<file path="config.mk">
export PLATFORM = sky130hd
export DESIGN_NAME = vec_done_ctrl
export DESIGN_NICKNAME = d
export VERILOG_FILES = /design/src/rtl/vdc_pkg.sv /design/src/rtl/vdc_ctrl.sv /design/src/rtl/vdc_dpath.sv /design/src/rtl/vec_done_ctrl.sv
export SDC_FILE = /design/constraint.sdc
export NUM_CORES = 1
export LEC_CHECK = 0
export ABC_CLOCK_PERIOD_IN_PS = 1200
export BUFFER_PORTS_ARGS = -buffer_cell sky130_fd_sc_hd__buf_2
export CORE_AREA = 5 5 42 44
export DETAILED_ROUTE_END_ITERATION = 8
export DIE_AREA = 0 0 47 49
export SYNTH_ARGS = -nofsm -noshare
export SYNTH_HDL_FRONTEND = slang
export SYNTH_HIERARCHICAL = 1
export SYNTH_SLANG_ARGS = --single-unit
</file>
<file path="constraint.sdc">
create_clock -name clk -period 1.2 [get_ports clk]
set_input_delay 0.18 -clock clk [delete_from_list [all_inputs] [get_ports clk]]
set_output_delay 0.18 -clock clk [all_outputs]
set_load 0.005 [all_outputs]
</file>
<file path="src/rtl/vdc_pkg.sv">
package vdc_pkg;

  // Strobes issued by the control to the datapath
  typedef struct packed {
    logic clearAll;   // restart: drop every piece of stop state
    logic edgeLoad;   // record loopEnd for falling-edge detection
    logic armSet;     // capture the last-pass condition
    logic doneSet;    // stop after this step
  } vdc_strobe_t;

  localparam int STATUS_W_DEF = 4;
  localparam int DONE_BIT_DEF = 3;

endpackage

</file>
<file path="src/rtl/vdc_ctrl.sv">
module vdc_ctrl
  import vdc_pkg::*;
(
  input  logic        restart,
  input  logic        stepEn,
  input  logic        finalAddr,
  input  logic        loopFinal,
  input  logic        loopEnd,
  input  logic        doneQ,
  input  logic        armedQ,
  input  logic        loopEndQ,
  output vdc_strobe_t strobe
);

  logic liveStep;
  logic loopFall;
  logic loopStop;

  always_comb begin
    // a step only counts while the block has not stopped
    liveStep = stepEn & ~doneQ;
    // loopEnd was high on the previous step and is low now: the loop restarted
    loopFall = liveStep & loopEndQ & ~loopEnd;
    // last vector of the last pass
    loopStop = armedQ & loopEnd;

    strobe.clearAll = restart;
    strobe.edgeLoad = liveStep;
    strobe.armSet   = loopFall & loopFinal;
    strobe.doneSet  = liveStep & (finalAddr | loopStop);
  end

endmodule

</file>
<file path="src/rtl/vdc_dpath.sv">
module vdc_dpath
  import vdc_pkg::*;
#(
  parameter int STATUS_W = STATUS_W_DEF,
  parameter int DONE_BIT = DONE_BIT_DEF
) (
  input  logic                clk,
  input  logic                rstN,
  input  vdc_strobe_t         strobe,
  input  logic                stepEn,
  input  logic                loopEnd,
  output logic                doneQ,
  output logic                armedQ,
  output logic                loopEndQ,
  output logic                doneN,
  output logic                stepEnOut,
  output logic                memGateN,
  output logic [STATUS_W-1:0] statusNib
);

  localparam int IdleBits = STATUS_W - 1;

  logic gateEnQ;

  // sticky done
  always_ff @(posedge clk or negedge rstN) begin
    if (!rstN)                doneQ <= 1'b0;
    else if (strobe.clearAll) doneQ <= 1'b0;
    else if (strobe.doneSet)  doneQ <= 1'b1;
  end

  // captured last-pass state
  always_ff @(posedge clk or negedge rstN) begin
    if (!rstN)                armedQ <= 1'b0;
    else if (strobe.clearAll) armedQ <= 1'b0;
    else if (strobe.armSet)   armedQ <= 1'b1;
  end

  // loopEnd history, advanced on live steps only
  always_ff @(posedge clk or negedge rstN) begin
    if (!rstN)                loopEndQ <= 1'b0;
    else if (strobe.clearAll) loopEndQ <= 1'b0;
    else if (strobe.edgeLoad) loopEndQ <= loopEnd;
  end

  // held memory gate enable, dropped once done is seen
  always_ff @(posedge clk or negedge rstN) begin
    if (!rstN)                gateEnQ <= 1'b1;
    else if (strobe.clearAll) gateEnQ <= 1'b1;
    else if (doneQ)           gateEnQ <= 1'b0;
  end

  assign doneN     = ~doneQ;
  assign stepEnOut = stepEn & ~doneQ;
  assign memGateN  = ~gateEnQ;

  for (genvar b = 0; b < STATUS_W; b++) begin : g_status
    if (b == DONE_BIT) begin : g_done
      assign statusNib[b] = doneQ;
    end else begin : g_zero
      assign statusNib[b] = 1'b0;
    end
  end

  a_r4_gate_follows_done: assert property (@(posedge clk) disable iff (!rstN)
    (!doneN && !strobe.clearAll) |=> memGateN);

  a_r9_restart_clears: assert property (@(posedge clk) disable iff (!rstN)
    strobe.clearAll |=> (doneN && !memGateN && !armedQ && !loopEndQ));

  a_r8_armed_kept: assert property (@(posedge clk) disable iff (!rstN)
    (armedQ && !strobe.clearAll) |=> armedQ);

  a_r5_status_bits: assert property (@(posedge clk) disable iff (!rstN)
    ($countones(statusNib) <= 1) && (statusNib[DONE_BIT] == ~doneN)
    && (IdleBits == STATUS_W - 1));

endmodule

</file>
<file path="src/rtl/vec_done_ctrl.sv">
module vec_done_ctrl
  import vdc_pkg::*;
#(
  parameter int STATUS_W = STATUS_W_DEF,
  parameter int DONE_BIT = DONE_BIT_DEF
) (
  input  logic                clk,
  input  logic                rstN,
  input  logic                restart,
  input  logic                stepEn,
  input  logic                finalAddr,
  input  logic                loopFinal,
  input  logic                loopEnd,
  output logic                doneN,
  output logic                stepEnOut,
  output logic                memGateN,
  output logic [STATUS_W-1:0] statusNib
);

  vdc_strobe_t strobe;
  logic        doneQ;
  logic        armedQ;
  logic        loopEndQ;

  vdc_ctrl i_ctrl (
    .restart   (restart),
    .stepEn    (stepEn),
    .finalAddr (finalAddr),
    .loopFinal (loopFinal),
    .loopEnd   (loopEnd),
    .doneQ     (doneQ),
    .armedQ    (armedQ),
    .loopEndQ  (loopEndQ),
    .strobe    (strobe)
  );

  vdc_dpath #(
    .STATUS_W (STATUS_W),
    .DONE_BIT (DONE_BIT)
  ) i_dpath (
    .clk       (clk),
    .rstN      (rstN),
    .strobe    (strobe),
    .stepEn    (stepEn),
    .loopEnd   (loopEnd),
    .doneQ     (doneQ),
    .armedQ    (armedQ),
    .loopEndQ  (loopEndQ),
    .doneN     (doneN),
    .stepEnOut (stepEnOut),
    .memGateN  (memGateN),
    .statusNib (statusNib)
  );

  a_r2_final_stops: assert property (@(posedge clk) disable iff (!rstN)
    (stepEn && finalAddr && !restart) |=> !doneN);

  a_r3_steps_withheld: assert property (@(posedge clk) disable iff (!rstN)
    !doneN |-> !stepEnOut);

  a_r11_idle_holds: assert property (@(posedge clk) disable iff (!rstN)
    (!stepEn && !restart) |=> $stable(doneN));

endmodule

</file>
**Yosys cells after proc, flatten, opt, wreduce, memory -nomap -nowiden**

Index checks and enable logic that the tools add are counted.

- Mux-type cells: 8
- Bitwise logic cells: 10
- Reduce and logical (&&, ||, !) cells: 4

Operator list:

| operator | count |
|---|---|
| $mux W1 | 8 |
| $reduce_bool A2 Y1 | 4 |
| $and A1 B1 Y1 | 6 |
| $not A1 Y1 | 3 |
| $or A1 B1 Y1 | 1 |

- Register bits: 4
- Input port bits: 7
- Output and inout bits: 7
- Word-level logic and storage cells: 26

**Longest topological paths before layout**

- Depth in word-level cells: 7
- Gate-level depth with buffers: 5
- Depth with buffers taken out: 4

**Hierarchy**

Netlist, hierarchy kept.

Modules (own cells, without submodules):

| module | times used | cells an instance | area each (µm²) |
|---|---|---|---|
| vdc_dpath | 1 | 19 | 187.7 |
| vdc_ctrl | 1 | 8 | 55.1 |

**Least setup slack after synthesis**

Ideal clock, no wire load.

- Path kind: flip-flop to flip-flop
- From: reg i_dpath.doneQ
- To: reg i_dpath.loopEndQ
- Setup time: 0.118 ns
- Data arrival time: 0.873 ns
- Required time: 1.082 ns
- Slack: 0.209 ns
- Stages on the path, launching flop included: 6
- Period minus slack after synthesis: 0.991 ns
- Path through: dfrtp_1 > nand2b_4 > inv_1 > buf_4 > mux2i_1 > nor2_1

- Cells in the longest elaborated chain, start to end: 3

RTL lines:

| what | line | source |
|---|---|---|
| start: declaration | vdc_dpath.sv:12 | `output logic doneQ,` |
| start signal: assignment | vdc_dpath.sv:27 | `if (!rstN) doneQ <= 1'b0;` |
| start signal: assignment | vdc_dpath.sv:28 | `else if (strobe.clearAll) doneQ <= 1'b0;` |
| start signal: assignment | vdc_dpath.sv:29 | `else if (strobe.doneSet) doneQ <= 1'b1;` |
| $not A1 Y1 | vdc_ctrl.sv:21 | `liveStep = stepEn & ~doneQ;` |
| $and A1 B1 Y1 | vdc_ctrl.sv:21 |  |
| named net i_ctrl.liveStep | vdc_ctrl.sv:15 | `logic liveStep;` |
| $reduce_bool A2 Y1 (no source line) | - |  |
| end signal: assignment | vdc_dpath.sv:43 | `else if (strobe.edgeLoad) loopEndQ <= loopEnd;` |
| end: declaration | vdc_dpath.sv:14 | `output logic loopEndQ,` |

The timed path passes the listed nets, and every way through them passes these cells.
A chain may end at the register's enable or synchronous reset.

**Worst setup path in the final report**

- From: reg i_dpath.doneQ
- To: out stepEnOut

- Cells in the longest elaborated chain, start to end: 2

RTL lines:

| what | line | source |
|---|---|---|
| $not A1 Y1 | vdc_dpath.sv:54 | `assign stepEnOut = stepEn & ~doneQ;` |
| $and A1 B1 Y1 | vdc_dpath.sv:54 |  |
| end: declaration | vec_done_ctrl.sv:15 | `output logic stepEnOut,` |

No other way between the ends.

==> impl_metrics.ini <==
[global_routing]
pin_count_of_the_biggest_net_entering_global_routing = 6
grt_remaining_overflow = 0
first_global_vias = 200
grt_use_total_pct = 5.16
initial_antenna_violation_count = 0
grt_pass1_wl_um = 786

[finish]
number_of_inserted_filler_cells_in_the_final_layout = 167
design_area_sq_um = 312
area.growth.synth_to_final_pct = 28.4
fin_nets = 46
layout-drive-gt1-share_pct = 44.7
insertedDiodeCount = 0

[synth]
netlist_instances = 27
synth-seq-cells = 4
postSynthAreaPerCell_sq_um = 8.99
synth.cell_area_sq_um = 243
synth-seq-area-share_pct = 41.8
yosysUniqueCellTypes = 13
ys_warn_count = 6

[routing]
ant_nets = 0
route.vias.total = 175
drt-wirelength-per-cell_um = 8.56
drc_errors = 0
detail_route.vias_per_cell = 3.24
drt-pass1-iter-count = 2
drt_first_iter_violations = 3
drt-total-wl_um = 462

[timing]
slew_violations = 0
timing.fmax_mhz = 872
skew_ns = 0.00407
report.final.setup_viol = 0
period_share_pct = 95.5
timing_hold_violations_final = 0
tns_ns = 0
rsz0062_at_grt = yes
fin_crit_ns = 1.15

[worst_setup_path]
worstReg2RegEnd = i_dpath/loopEndQ
worst_setup_path_end_kind = output port
worstPathCellList = and2b_2, buf_2
timing.setup.critical_path_class = reg2out
r2r_slack_ns = 0.21
path_max_fanout = 5
timing.critical_path.slowest_cell_delay_ns = 0.39
crit_path_top_delay_cell = dfrtp_1
timing.reg2reg.worst_path_depth = 4
timing.rr.start = i_dpath/doneQ
timing.critical_path.arrival_ns = 0.97
startpoint_class = flop
critPathRequiredTime_ns = 1.02

[placement]
buffer_ports.inserted = 10
place.detailed.hpwl_um = 380
place_congestion = 0.579
post_dp_cell_area_sq_um = 275

[run]
drv.max_cap_violation_count = 0

[cts]
clock_insertion_delay_worst_skew_ns = 0.24
post_cts_resize_count = 0
tritoncts.num_buffers = 3
postCtsSetupBuffers = 0
cts_tree = yes
cts-root-to-sink-buffers = 2
cts_sinks = 4
clk_root_buffer_cell = clkbuf_4
clk_transition_reported_paths_ns = 0.04
h-tree-depth = 1

[floorplanning]
number_of_placed_i_o_pins = 14
std_cell_rows = 14
die_area_sq_um = 2300
design.core.area_sq_um = 1400
starting_utilization_of_the_core_area_pct = 17.3
die_h_um = 49
floorplan.die.width_um = 47

[status]
status = finished clean

[power]
maximum_vdd_drop_uv = 322
power_per_cell_area_nw_per_um2 = 1250
power.leakage_uw = 0.000171

[min_path]
min-delay-path-class = in2reg
holdCritStartpoint = restart
hold-path-cell-count = 2
whs_endpoint = i_dpath/armedQ
[worst max-delay path: cells and delay by family, from the launching register on]
family | cells | cell delay, ns
AND/OR/NAND/NOR | 1 | 0.22
buffers and inverters | 1 | 0.12
flip-flops | 1 | 0.39
[cell usage in the layout (no fill, tap or decap)]
cell	count
buf_2	10
nor2_1	6
clkbuf_4	3
inv_1	3
conb_1	3
dfrtp_1	3
clkbuf_1	1
dlygate4sd3_1	1
nand2b_4	1
nand2_1	1
nor3_2	1
a21oi_1	1
and2b_2	1
a21o_1	1
mux2i_1	1
dfstp_2	1
[area by class of cell]
cell class | instances | area (sq um) | share of cell area [%]
Multi-Input combinational cell | 16 | 92.6 | 29.7
Clock buffer | 4 | 26.3 | 8.43
Tap cell | 16 | 20.0 | 6.43
Timing Repair Buffer | 11 | 60.1 | 19.3
Sequential cell | 4 | 101 | 32.5
Inverter | 3 | 11.3 | 3.61
[repair_timing]
| item | 4_1_cts | 5_1_grt |
|---|---|---|
| endpoints found under the hold margin | 4 | 0 |
| hold buffers | 1 | 0 |
| setup endpoints to repair | 0 | 1 |
[per-layer routing]
metal | GRT usage, % | part of all wire, %
met1 | 5.32 | 35
met2 | 6.79 | 52
met3 | 2.58 | 12
met4 | 5.53 | 0
met5 | 0 | 0
[power by group]
part           switching, uW  internal (uW)  total (uW)
sequential              5.29            145         150
combinational           27.0           29.8        56.8
clock                   57.7            125         183
[metrics by stage]
stage | hold WS [ns] | utilization, % | total power [uW] | setup WS [ns] | std cells
after CTS | 0.138 | 22.2 | 404 | 0.0269 | 54
after floorplan | -0.116 | - | 196 | 0.209 | 29
after global routing | 0.157 | 22.2 | 417 | -0.00664 | 54
final | 0.148 | 22.2 | 390 | 0.0538 | 54
after global placement | -0.0130 | 19.6 | 206 | 0.228 | 49
after detailed placement | -0.00820 | 19.6 | 207 | 0.196 | 49
[logic make-up after synthesis]
family / share of synthesized area, %
and+or+nand+nor: 24.2
buffers and inverters: 23.2
DFF: 41.8
AOI/OAI and AO/OA: 5.15
muxes: 4.12
other: 1.54
[synth_stat cells]
library cell / count / area share, %
a21o_1: 1 / 3.1
conb_1: 1 / 1.5
and2b_2: 1 / 3.6
nand2_1: 1 / 1.5
dfrtp_1: 3 / 31
buf_4: 6 / 19
nor3_2: 1 / 4.1
mux2i_1: 1 / 4.1
a21oi_1: 1 / 2.1
dfstp_2: 1 / 11
nand2b_4: 1 / 5.7
nor2_1: 6 / 9.3
inv_1: 3 / 4.6
[registers in the layout, summed over array words and instances (netlist names)]
register          flops
i_dpath/doneQ         1
i_dpath/armedQ        1
i_dpath/gateEnQ       1
i_dpath/loopEndQ      1
[worst max path at each step]
stage             startpoint               end  slack (ns)  cells after the start
2_1_floorplan  i_dpath/doneQ  i_dpath/loopEndQ        0.21                      5
3_3_place_gp   i_dpath/doneQ  i_dpath/loopEndQ        0.23                      4
3_5_place_dp   i_dpath/doneQ  i_dpath/loopEndQ        0.20                      4
4_1_cts        i_dpath/doneQ         stepEnOut        0.03                      2
5_1_grt        i_dpath/doneQ         stepEnOut      -0.007                      2
6_report       i_dpath/doneQ         stepEnOut        0.05                      2
Power figures use the tool's default switching activity.
